File: src/rtl/splitter_pkg.sv
package splitter_pkg;
  typedef enum logic [0:0] {
    ST_IDLE  = 1'b0,
    ST_FLUSH = 1'b1
  } split_state_e;
endpackage

File: src/rtl/split_ctrl.sv
module split_ctrl import splitter_pkg::*; #(
  parameter int LANES  = 4,
  localparam int LANE_W = (LANES > 1) ? $clog2(LANES) : 1
) (
  input  logic clk_i,
  input  logic rst_ni,
  input  logic in_valid_i,
  output logic in_ready_o,
  output logic load_o,
  output logic busy_o
);
  split_state_e      state_q;
  logic [LANE_W-1:0] lane_q;
  logic              last_lane;

  assign in_ready_o = (state_q == ST_IDLE);
  assign busy_o     = (state_q == ST_FLUSH);
  assign load_o     = in_valid_i && in_ready_o;
  assign last_lane  = (lane_q == LANE_W'(LANES - 1));

  always_ff @(posedge clk_i or negedge rst_ni) begin
    if (!rst_ni) begin
      state_q <= ST_IDLE;
      lane_q  <= '0;
    end else begin
      case (state_q)
        ST_IDLE: begin
          if (load_o) begin
            state_q <= ST_FLUSH;
            lane_q  <= '0;
          end
        end
        ST_FLUSH: begin
          if (last_lane) begin
            state_q <= ST_IDLE;
            lane_q  <= '0;
          end else begin
            lane_q <= lane_q + 1'b1;
          end
        end
        default: state_q <= ST_IDLE;
      endcase
    end
  end

  AST_ACCEPT_STARTS: assert property (@(posedge clk_i) disable iff (!rst_ni)
    load_o |=> busy_o && lane_q == '0);
  AST_FLUSH_CONTINUES: assert property (@(posedge clk_i) disable iff (!rst_ni)
    busy_o && !last_lane |=> busy_o);
  AST_LAST_RELEASES: assert property (@(posedge clk_i) disable iff (!rst_ni)
    busy_o && last_lane |=> !busy_o && in_ready_o);
endmodule

File: src/rtl/split_lane_buf.sv
module split_lane_buf #(
  parameter int IN_W  = 128,
  parameter int OUT_W = 32
) (
  input  logic             clk_i,
  input  logic             rst_ni,
  input  logic             load_i,
  input  logic             advance_i,
  input  logic [IN_W-1:0]  data_i,
  output logic [OUT_W-1:0] lane_o
);
  logic [IN_W-1:0] beat_q;

  always_ff @(posedge clk_i or negedge rst_ni) begin
    if (!rst_ni) beat_q <= '0;
    else if (load_i) beat_q <= data_i;
    else if (advance_i) beat_q <= beat_q >> OUT_W;
  end

  // lowest word always presented; shifting exposes the next one
  assign lane_o = beat_q[OUT_W-1:0];

  AST_LOW_WORD_FIRST: assert property (@(posedge clk_i) disable iff (!rst_ni)
    load_i |=> lane_o == $past(data_i[OUT_W-1:0]));
  AST_NEXT_WORD: assert property (@(posedge clk_i) disable iff (!rst_ni)
    advance_i && !load_i |=> lane_o == $past(beat_q[2*OUT_W-1:OUT_W]));
endmodule

File: src/rtl/split_addr_gen.sv
module split_addr_gen #(
  parameter int          ADDR_W    = 32,
  parameter int          STEP      = 4,
  parameter logic [31:0] BASE_ADDR = 32'h0000_1000
) (
  input  logic              clk_i,
  input  logic              rst_ni,
  input  logic              advance_i,
  output logic [ADDR_W-1:0] addr_o
);
  logic [ADDR_W-1:0] addr_q;

  always_ff @(posedge clk_i or negedge rst_ni) begin
    if (!rst_ni) addr_q <= ADDR_W'(BASE_ADDR);
    else if (advance_i) addr_q <= addr_q + ADDR_W'(STEP);
  end

  assign addr_o = addr_q;

  AST_ADDR_STEP: assert property (@(posedge clk_i) disable iff (!rst_ni)
    advance_i |=> addr_o == $past(addr_o) + ADDR_W'(STEP));
  AST_ADDR_HOLD: assert property (@(posedge clk_i) disable iff (!rst_ni)
    !advance_i |=> $stable(addr_o));
endmodule

File: src/rtl/dma_word_splitter.sv
module dma_word_splitter #(
  parameter int          IN_W      = 128,
  parameter int          OUT_W     = 32,
  parameter int          ADDR_W    = 32,
  parameter logic [31:0] BASE_ADDR = 32'h0000_1000,
  localparam int         LANES     = IN_W / OUT_W,
  localparam int         STRB_W    = OUT_W / 8
) (
  input  logic              clk_i,
  input  logic              rst_ni,
  input  logic              in_valid_i,
  output logic              in_ready_o,
  input  logic [IN_W-1:0]   in_data_i,
  output logic              wr_en_o,
  output logic [ADDR_W-1:0] wr_addr_o,
  output logic [OUT_W-1:0]  wr_data_o,
  output logic [STRB_W-1:0] wr_strb_o
);
  logic load, busy;

  split_ctrl #(.LANES(LANES)) u_ctrl (
    .clk_i      (clk_i),
    .rst_ni     (rst_ni),
    .in_valid_i (in_valid_i),
    .in_ready_o (in_ready_o),
    .load_o     (load),
    .busy_o     (busy)
  );

  split_lane_buf #(.IN_W(IN_W), .OUT_W(OUT_W)) u_buf (
    .clk_i     (clk_i),
    .rst_ni    (rst_ni),
    .load_i    (load),
    .advance_i (busy),
    .data_i    (in_data_i),
    .lane_o    (wr_data_o)
  );

  split_addr_gen #(.ADDR_W(ADDR_W), .STEP(STRB_W), .BASE_ADDR(BASE_ADDR)) u_addr (
    .clk_i     (clk_i),
    .rst_ni    (rst_ni),
    .advance_i (busy),
    .addr_o    (wr_addr_o)
  );

  assign wr_en_o   = busy;
  assign wr_strb_o = {STRB_W{busy}};

  AST_READY_EXCL: assert property (@(posedge clk_i) disable iff (!rst_ni)
    wr_en_o |-> !in_ready_o);
  AST_NO_WRITE_WITHOUT_BEAT: assert property (@(posedge clk_i) disable iff (!rst_ni)
    $rose(wr_en_o) |-> $past(in_valid_i) && $past(in_ready_o));
endmodule

File: config.mk
export PLATFORM = sky130hd
export DESIGN_NAME = dma_word_splitter
export DESIGN_NICKNAME = d
export VERILOG_FILES = /design/src/rtl/splitter_pkg.sv /design/src/rtl/split_ctrl.sv /design/src/rtl/split_lane_buf.sv /design/src/rtl/split_addr_gen.sv /design/src/rtl/dma_word_splitter.sv
export SDC_FILE = /design/constraint.sdc
export NUM_CORES = 1
export LEC_CHECK = 0
export BUFFER_PORTS_ARGS = -buffer_cell sky130_fd_sc_hd__buf_2
export CORE_ASPECT_RATIO = 0.9
export CORE_MARGIN = 8
export CORE_UTILIZATION = 53
export CTS_CLUSTER_DIAMETER = 120
export DETAILED_ROUTE_END_ITERATION = 16
export GPL_TIMING_DRIVEN = 0
export PLACE_DENSITY_LB_ADDON = 0.12
export SLEW_MARGIN = 0
export SYNTH_ARGS = -nofsm -noshare
export SYNTH_HDL_FRONTEND = slang
export SYNTH_HIERARCHICAL = 1
export SYNTH_SLANG_ARGS = --single-unit
File: constraint.sdc
create_clock -name clk_i -period 2 [get_ports clk_i]
set_input_delay 0.2 -clock clk_i [delete_from_list [all_inputs] [get_ports clk_i]]
set_output_delay 0.2 -clock clk_i [all_outputs]
set_load 0.03 [all_outputs]
==> results of run 1 <==
final timing paths:
| path | startpoint | end | cells after the start |
|---|---|---|---|
| max | u_addr/addr_o[12] | u_addr/addr_o[26] | 6 |
| min | in_data_i[53] | u_buf/beat_q[53] | 3 |
| max reg2reg | u_addr/addr_o[12] | u_addr/addr_o[26] | 6 |
| min reg2reg | u_addr/addr_o[22] | u_addr/addr_o[22] | 1 |
| max in group asynchronous | rst_ni | u_buf/beat_q[94] | 3 |
| min in group asynchronous | rst_ni | u_buf/beat_q[16] | 2 |
layer usage:
layer,track usage,up-vias
met1,0.303,3118
met2,0.397,220
met3,0.0713,22
met5,0,-
li1,-,3006
met4,0.0675,2
power by group:
group | switching [mW] | internal, mW | total [mW] | leakage, nW
clock network | 1.25 | 2.47 | 3.73 | 0.330
registers | 0.795 | 4.40 | 5.19 | 2.10
logic | 3.30 | 2.45 | 5.74 | 2.87
total | 5.35 | 9.32 | 14.7 | 5.31
layout by cell type, fill, tap and decap left out, types with 2 or more instances in the layout:
| cell | n |
|---|---|
| dlygate4sd3_1 | 80 |
| diode_2 | 2 |
| bufinv_16 | 6 |
| nand4_1 | 12 |
| mux2i_1 | 96 |
| nand2_1 | 128 |
| inv_1 | 4 |
| conb_1 | 2 |
| ha_1 | 2 |
| o21ai_1 | 118 |
| nand3_1 | 5 |
| xor2_1 | 4 |
| clkbuf_8 | 4 |
| clkinvlp_4 | 2 |
| nor2_1 | 5 |
| clkbuf_2 | 4 |
| and3_1 | 6 |
| and4_1 | 2 |
| buf_6 | 5 |
| buf_4 | 50 |
| xnor2_1 | 25 |
| o21ai_2 | 10 |
| clkbuf_1 | 11 |
| nand4_4 | 2 |
| nand2b_1 | 35 |
| dfrtp_1 | 159 |
| nand4b_1 | 2 |
| clkbuf_16 | 17 |
| buf_2 | 212 |
| nand2_2 | 10 |
repair_timing:
| action | in CTS | in global routing |
|---|---|---|
| pin swaps | 0 | 1 |
| hold endpoints to repair | 159 | 0 |
| setup endpoints to repair | 98 | 58 |
| hold buffers | 80 | 0 |
| resized for setup | 3 | 5 |
| buffers inserted | 0 | 1 |
kinds of logic after synthesis:
kind of cell               after synthesis  synth area share
AOI/OAI and AO/OA                      130            0.0911
xor gates and xnor gates                29            0.0334
adders and majority gates                2           0.00329
buffers and inverters                   87            0.0750
DFF                                    161             0.530
muxes                                   97             0.128
other                                    1          0.000493
and+or+nand+nor                        213             0.139
stage by stage:
stage | cells | setup WS (ns) | instance area, µm²
after floorplan | 721 | 0.113 | 7610
after global placement | 1112 | -1.66 | 8840
after detailed placement | 1113 | -0.155 | 8880
after CTS | 1225 | 0.0275 | 10400
after global routing | 1228 | 0.0264 | 10400
final | 1228 | 0.140 | 10400
worst register-to-register path, stage by stage, from the launching register on:
cell and delay (ns):
dfstp_2 0.57, and3_1 0.17, and3_1 0.16, clkbuf_1 0.26
buf_2 0.28, nand4_1 0.15, xnor2_1 0.16
cell type report:
class,instances,area (µm²)
tap,193,241
multi-input combinational,473,3010
clock inverter,9,200
buffer,83,561
timing repair buffer,280,1840
fill,986,3610
inverter,4,15.0
sequential,161,4030
clock buffer,23,488
antenna,2,5.00
sequential cells by signal (all words and copies together), names as in the netlist:
| signal | flops |
|---|---|
| u_addr/addr_o | 30 |
| u_ctrl/busy_o | 1 |
| u_ctrl/lane_q | 2 |
| u_buf/beat_q | 128 |
==> metrics.txt, run 1 <==
status=finished, final reports clean; initial core utilization=0.543; synth-to-layout area growth=36.6%; worst path required time=between 2 and 2.5 ns; minimum clock period=1.86 ns; Die Ht=130 µm; FMAX=roughly 0.54 GHz; Final TNS setup=0 ns; delay-heaviest family, CP=flip-flops; die footprint=18400 µm²; Peak VDD IR=about 0.9 mV; critical path capture point type=register; Die Wd=between 100 and 150 µm; drt drc=0; dpl hpwl=about 15000 µm; ANT nets after route=0; Overflow after GRT=0; insertion delay to the later sink of the worst-skew pair=between 0.4 and 0.5 ns; I/O Buffers=198; maxcap violations=0; largest net degree at the start of global routing=just over 80; most common library cells after synthesis=160 x dfrtp_1, 128 x nand2_1, 118 x o21ai_1; final setup violation count=0; Reg clk slew, reported paths=approximately 0.060 ns; mapped cell area=about 7600 µm²; Top Metal Used=met5; FFs w/ async S/R, synth=1.00; clock buffer count from CTS=17; Vias/cell=5.19; Critical Path AT=2.17 ns; Pwr Density=~1400 nW/µm²; Synth top area share=0.526; layout cells sized above 1=0.321; worst setup path category=reg -> reg; most used cell, CP=and3_1; met2 WL=10500 µm; antenna violations before repair=3; Crit path largest cell delay=0.57 ns; Mapped Cells=720; worst rel slew slack=0.580; Leak=roughly 5.3 nW; R2R Setup Slk=0.14 ns; dominant cell type by area after synthesis=dfrtp_1; WL/cell=between 15 and 20 µm; drt first-iter violations=379; Main synth FF type=dfrtp_1; Synth warnings=6; #FFs+latches synth=161; GRT Util Overall=0.241; vias=approximately 6400; Top Ports=201; total wire length=21600 µm; first-pass iteration count of the detailed router=5; worst path bufs/invs=2; fraction of the cycle the final worst path needs=0.930; CP max-delay cell=dfstp_2; EDFF count, synth=0; Rows=41; number of global-route vias before repair=6760; startpoint types=register; CTS H-tree depth=4; GP Congestion=a little over 0.8; CTS tree=yes; wire length on met3=between 1500 and 2000 µm; global-route wire length before repair=about 35000 µm; library cells used by synthesis=34; Clock Skew=0.00653 ns; Min-Delay Path Class=in -> reg; worst-case clock buffer depth=2; syn_area_per_cell=approximately 11 µm²; Tot Pwr=14.7 mW; Core Box Area=14000 µm²; Fin. Hold Viols=0; number of nets in the layout=1153; RSZ-0062 raised after global routing=no; worst-margin pin slew=0.631 ns; Sink Count=161; Crit Path Max Fanout=10; dominant cells by area after synthesis=dfrtp_1 53%, mux2i_1 13%, o21ai_1 7.8%, nand2_1 6.3%, buf_4 4.8%; cells along the critical path=and3_1 > and3_1 > clkbuf_1 > buf_2 > nand4_1 > xnor2_1; post-synthesis sequential area ratio=0.530; root buffer cell=clkbuf_16; final-report max-slew violation count=0; M1 WL=9340 µm; fin util=0.742; WHS=0.00984 ns; count leader, synth=dfrtp_1
(Power assumes the default switching activity.)
==> run 2, diff against run 1 <==
--- a/config.mk
+++ b/config.mk
@@ -5,10 +5,10 @@
 export SDC_FILE = /design/constraint.sdc
 export NUM_CORES = 1
 export LEC_CHECK = 0
-export BUFFER_PORTS_ARGS = -buffer_cell sky130_fd_sc_hd__buf_2
+export BUFFER_PORTS_ARGS = -buffer_cell sky130_fd_sc_hd__clkbuf_2
 export CORE_ASPECT_RATIO = 0.9
 export CORE_MARGIN = 8
-export CORE_UTILIZATION = 53
+export CORE_UTILIZATION = 48
 export CTS_CLUSTER_DIAMETER = 120
 export DETAILED_ROUTE_END_ITERATION = 16
 export GPL_TIMING_DRIVEN = 0
==> constraint.sdc (replaced) <==
create_clock -name clk_i -period 1.5 [get_ports clk_i]
set_input_delay 0.15 -clock clk_i [delete_from_list [all_inputs] [get_ports clk_i]]
set_output_delay 0.15 -clock clk_i [all_outputs]
set_load 0.03 [all_outputs]
==> run 2 against run 1 <==
Net effect:
- the run now ends with setup timing left
- combinational power up 44%
- clock skew up 0.00092 ns
- sequential power up 33%
- via count up 2.5%
- final cell count up 5.6%
- core utilization down 1.8 points
- wire length up 4.3%
- clock-buffer cell count down 1
- critical path type is now reg -> out
- highest routed layer is now met4
==> metrics.txt, run 2 (synthesized netlist as in run 1, its figures left out) <==
status=finished, violations left; failing checks=setup timing; CTS H-tree depth=4 (unchanged); Post-DP Area=8930 µm² (+0.61%); dpl hpwl=14400 µm (-3.1%); root buffer cell=clkbuf_16; FF+latch area=4050 µm² (+0.43%); Biggest register=u_buf/beat_q; Peak VDD IR=1.60 mV (+81%); Critical Path AT=1.43 ns (-0.74 ns); antenna violations before repair=0 (-3); FMAX=0.631 GHz; minimum clock period=1.58 ns; clock buffer count from CTS=17 (unchanged); layout cells sized above 1=0.341 (+0.0192); Fin. Hold Viols=0 (unchanged); CTS tree=yes; worst path required time=1.35 ns (-0.96 ns); R2R Setup Slk=-0.04 ns (-0.18 ns); most common cell after layout, fill and taps aside=clkbuf_2; critical path capture point type=output pin; Clock Skew=0.00746 ns (+0.000924 ns); WL/cell=17.4 µm (-1.2%); fraction of the cycle the final worst path needs=1.06; worst-margin pin slew=0.752 ns (+0.122 ns); drt first-iter violations=336 (-11%); insertion delay to the later sink of the worst-skew pair=0.43 ns (about the same); GRT Util Overall=0.228 (-0.0129); design area=11200 µm² (+7.6%); worst setup path category=reg -> out; Leak=5.60 nW (+5.5%); Reg clk slew, reported paths=0.06 ns (about the same); die footprint=20100 µm² (+9.2%); I/O Buffers=198 (unchanged); total wire length=22600 µm (+4.3%); drt drc=0 (unchanged); initial core utilization=0.493 (-0.0505); PnR worst setup slack=-0.0845 ns (-0.225 ns); ANT nets after route=0 (unchanged); Top Ports=201 (unchanged); vias=6526 (+2.5%); Pwr Density=1790 nW/µm² (+27%); startpoint types=register; number of fill cells in the layout=1114 (+13%); Die Wd=149 µm (+4.5%); synth-to-layout area growth=47.0%; RSZ-0062 raised after global routing=yes; number of global-route vias before repair=6899 (+2.1%); area of the multi-input gates=3060 µm² (+1.5%); GP Congestion=0.798 (-3.3%); maxcap violations=0 (unchanged); first-pass iteration count of the detailed router=5 (unchanged); number of flip-flops in the largest register=128 (unchanged); Overflow after GRT=0 (unchanged); worst rel slew slack=0.499 (-0.0810); Crit Path Max Fanout=9 (-1); commonest cells after routing, fill and taps aside=202 x clkbuf_2, 147 x dfrtp_1, 129 x dlygate4sd3_1; Core Box Area=15400 µm² (+10%); number of nets in the layout=1216 (+5.5%); largest net degree at the start of global routing=94 (+13%); Sink Count=161 (unchanged); Die Ht=135 µm (+4.5%); Rows=43 (+4.9%); ant diodes=0 (-2); worst-case clock buffer depth=2 (unchanged); Vias/cell=5.03 (-3.0%); global-route wire length before repair=36100 µm (+4.1%); fin util=0.724 (-0.0178); final setup violation count=31 (+31); Place WS=-0.364 ns (-0.209 ns); Min-Delay Path Class=in -> reg; final-report max-slew violation count=0 (unchanged)
-- run 2: what timing repair did --
item / in CTS / in global routing
pin swaps: 6 / 8
cloned: 1 / 0
setup buffers: 13 / 2
hold endpoints to repair: 220 / 0
resized for setup: 30 / 26
hold buffers: 129 / 0
endpoints found under the setup margin: 152 / 153
-- run 2: worst paths after layout --
kind / startpoint / end / depth (start not counted)
max reg2reg: u_ctrl/busy_o / u_buf/beat_q[35] / 6
max in group asynchronous: rst_ni / u_addr/addr_o[12] / 3
max: u_ctrl/busy_o / wr_strb_o[2] / 3
min: in_valid_i / u_ctrl/lane_q[0] / 3
min in group asynchronous: rst_ni / u_buf/beat_q[12] / 2
min reg2reg: u_addr/addr_o[31] / u_addr/addr_o[31] / 1
-- run 2: power breakdown --
part | leakage, nW | switching, mW | internal [mW]
clock network | 0.312 | 1.75 | 3.08
logic | 3.20 | 4.54 | 3.71
registers | 2.09 | 1.00 | 5.88
total | 5.60 | 7.29 | 12.7
-- run 2: critical path: stages (launching register included) --
cell and delay, ns:
dfrtp_4 0.55, buf_4 0.17, buf_4 0.12, buf_4 0.16
-- run 2: metal layers --
| metal | share of wire | up-vias | GRT usage |
|---|---|---|---|
| li1 | - | 3123 | - |
| met1 | 0.45 | 3184 | 0.299 |
| met2 | 0.48 | 198 | 0.365 |
| met3 | 0.062 | 21 | 0.0625 |
| met4 | 0.012 | 0 | 0.0640 |
| met5 | 0 | - | 0 |
-- run 2: layout make-up --
| type | count | share of cell area |
|---|---|---|
| Buffer | 82 | 0.0592 |
| Tap cell | 202 | 0.0226 |
| Clock buffer | 22 | 0.0424 |
| Sequential cell | 161 | 0.362 |
| Clock inverter | 9 | 0.0160 |
| Multi-Input combinational cell | 473 | 0.273 |
| Inverter | 4 | 0.00134 |
| Timing Repair Buffer | 344 | 0.223 |
-- run 2: through the flow --
step / hold WS (ns) / std cells / TNS, ns / power (mW)
floorplan: -0.146 / 721 / -2.10 / 12.3
global placement: 0.360 / 1121 / -470.43 / 14.2
detailed placement: 0.279 / 1122 / -36.40 / 14.4
CTS: 0.0184 / 1295 / -4.10 / 19.8
global route: 0.0483 / 1297 / -8.83 / 21.1
finish: 0.0500 / 1297 / -0.597 / 20.0
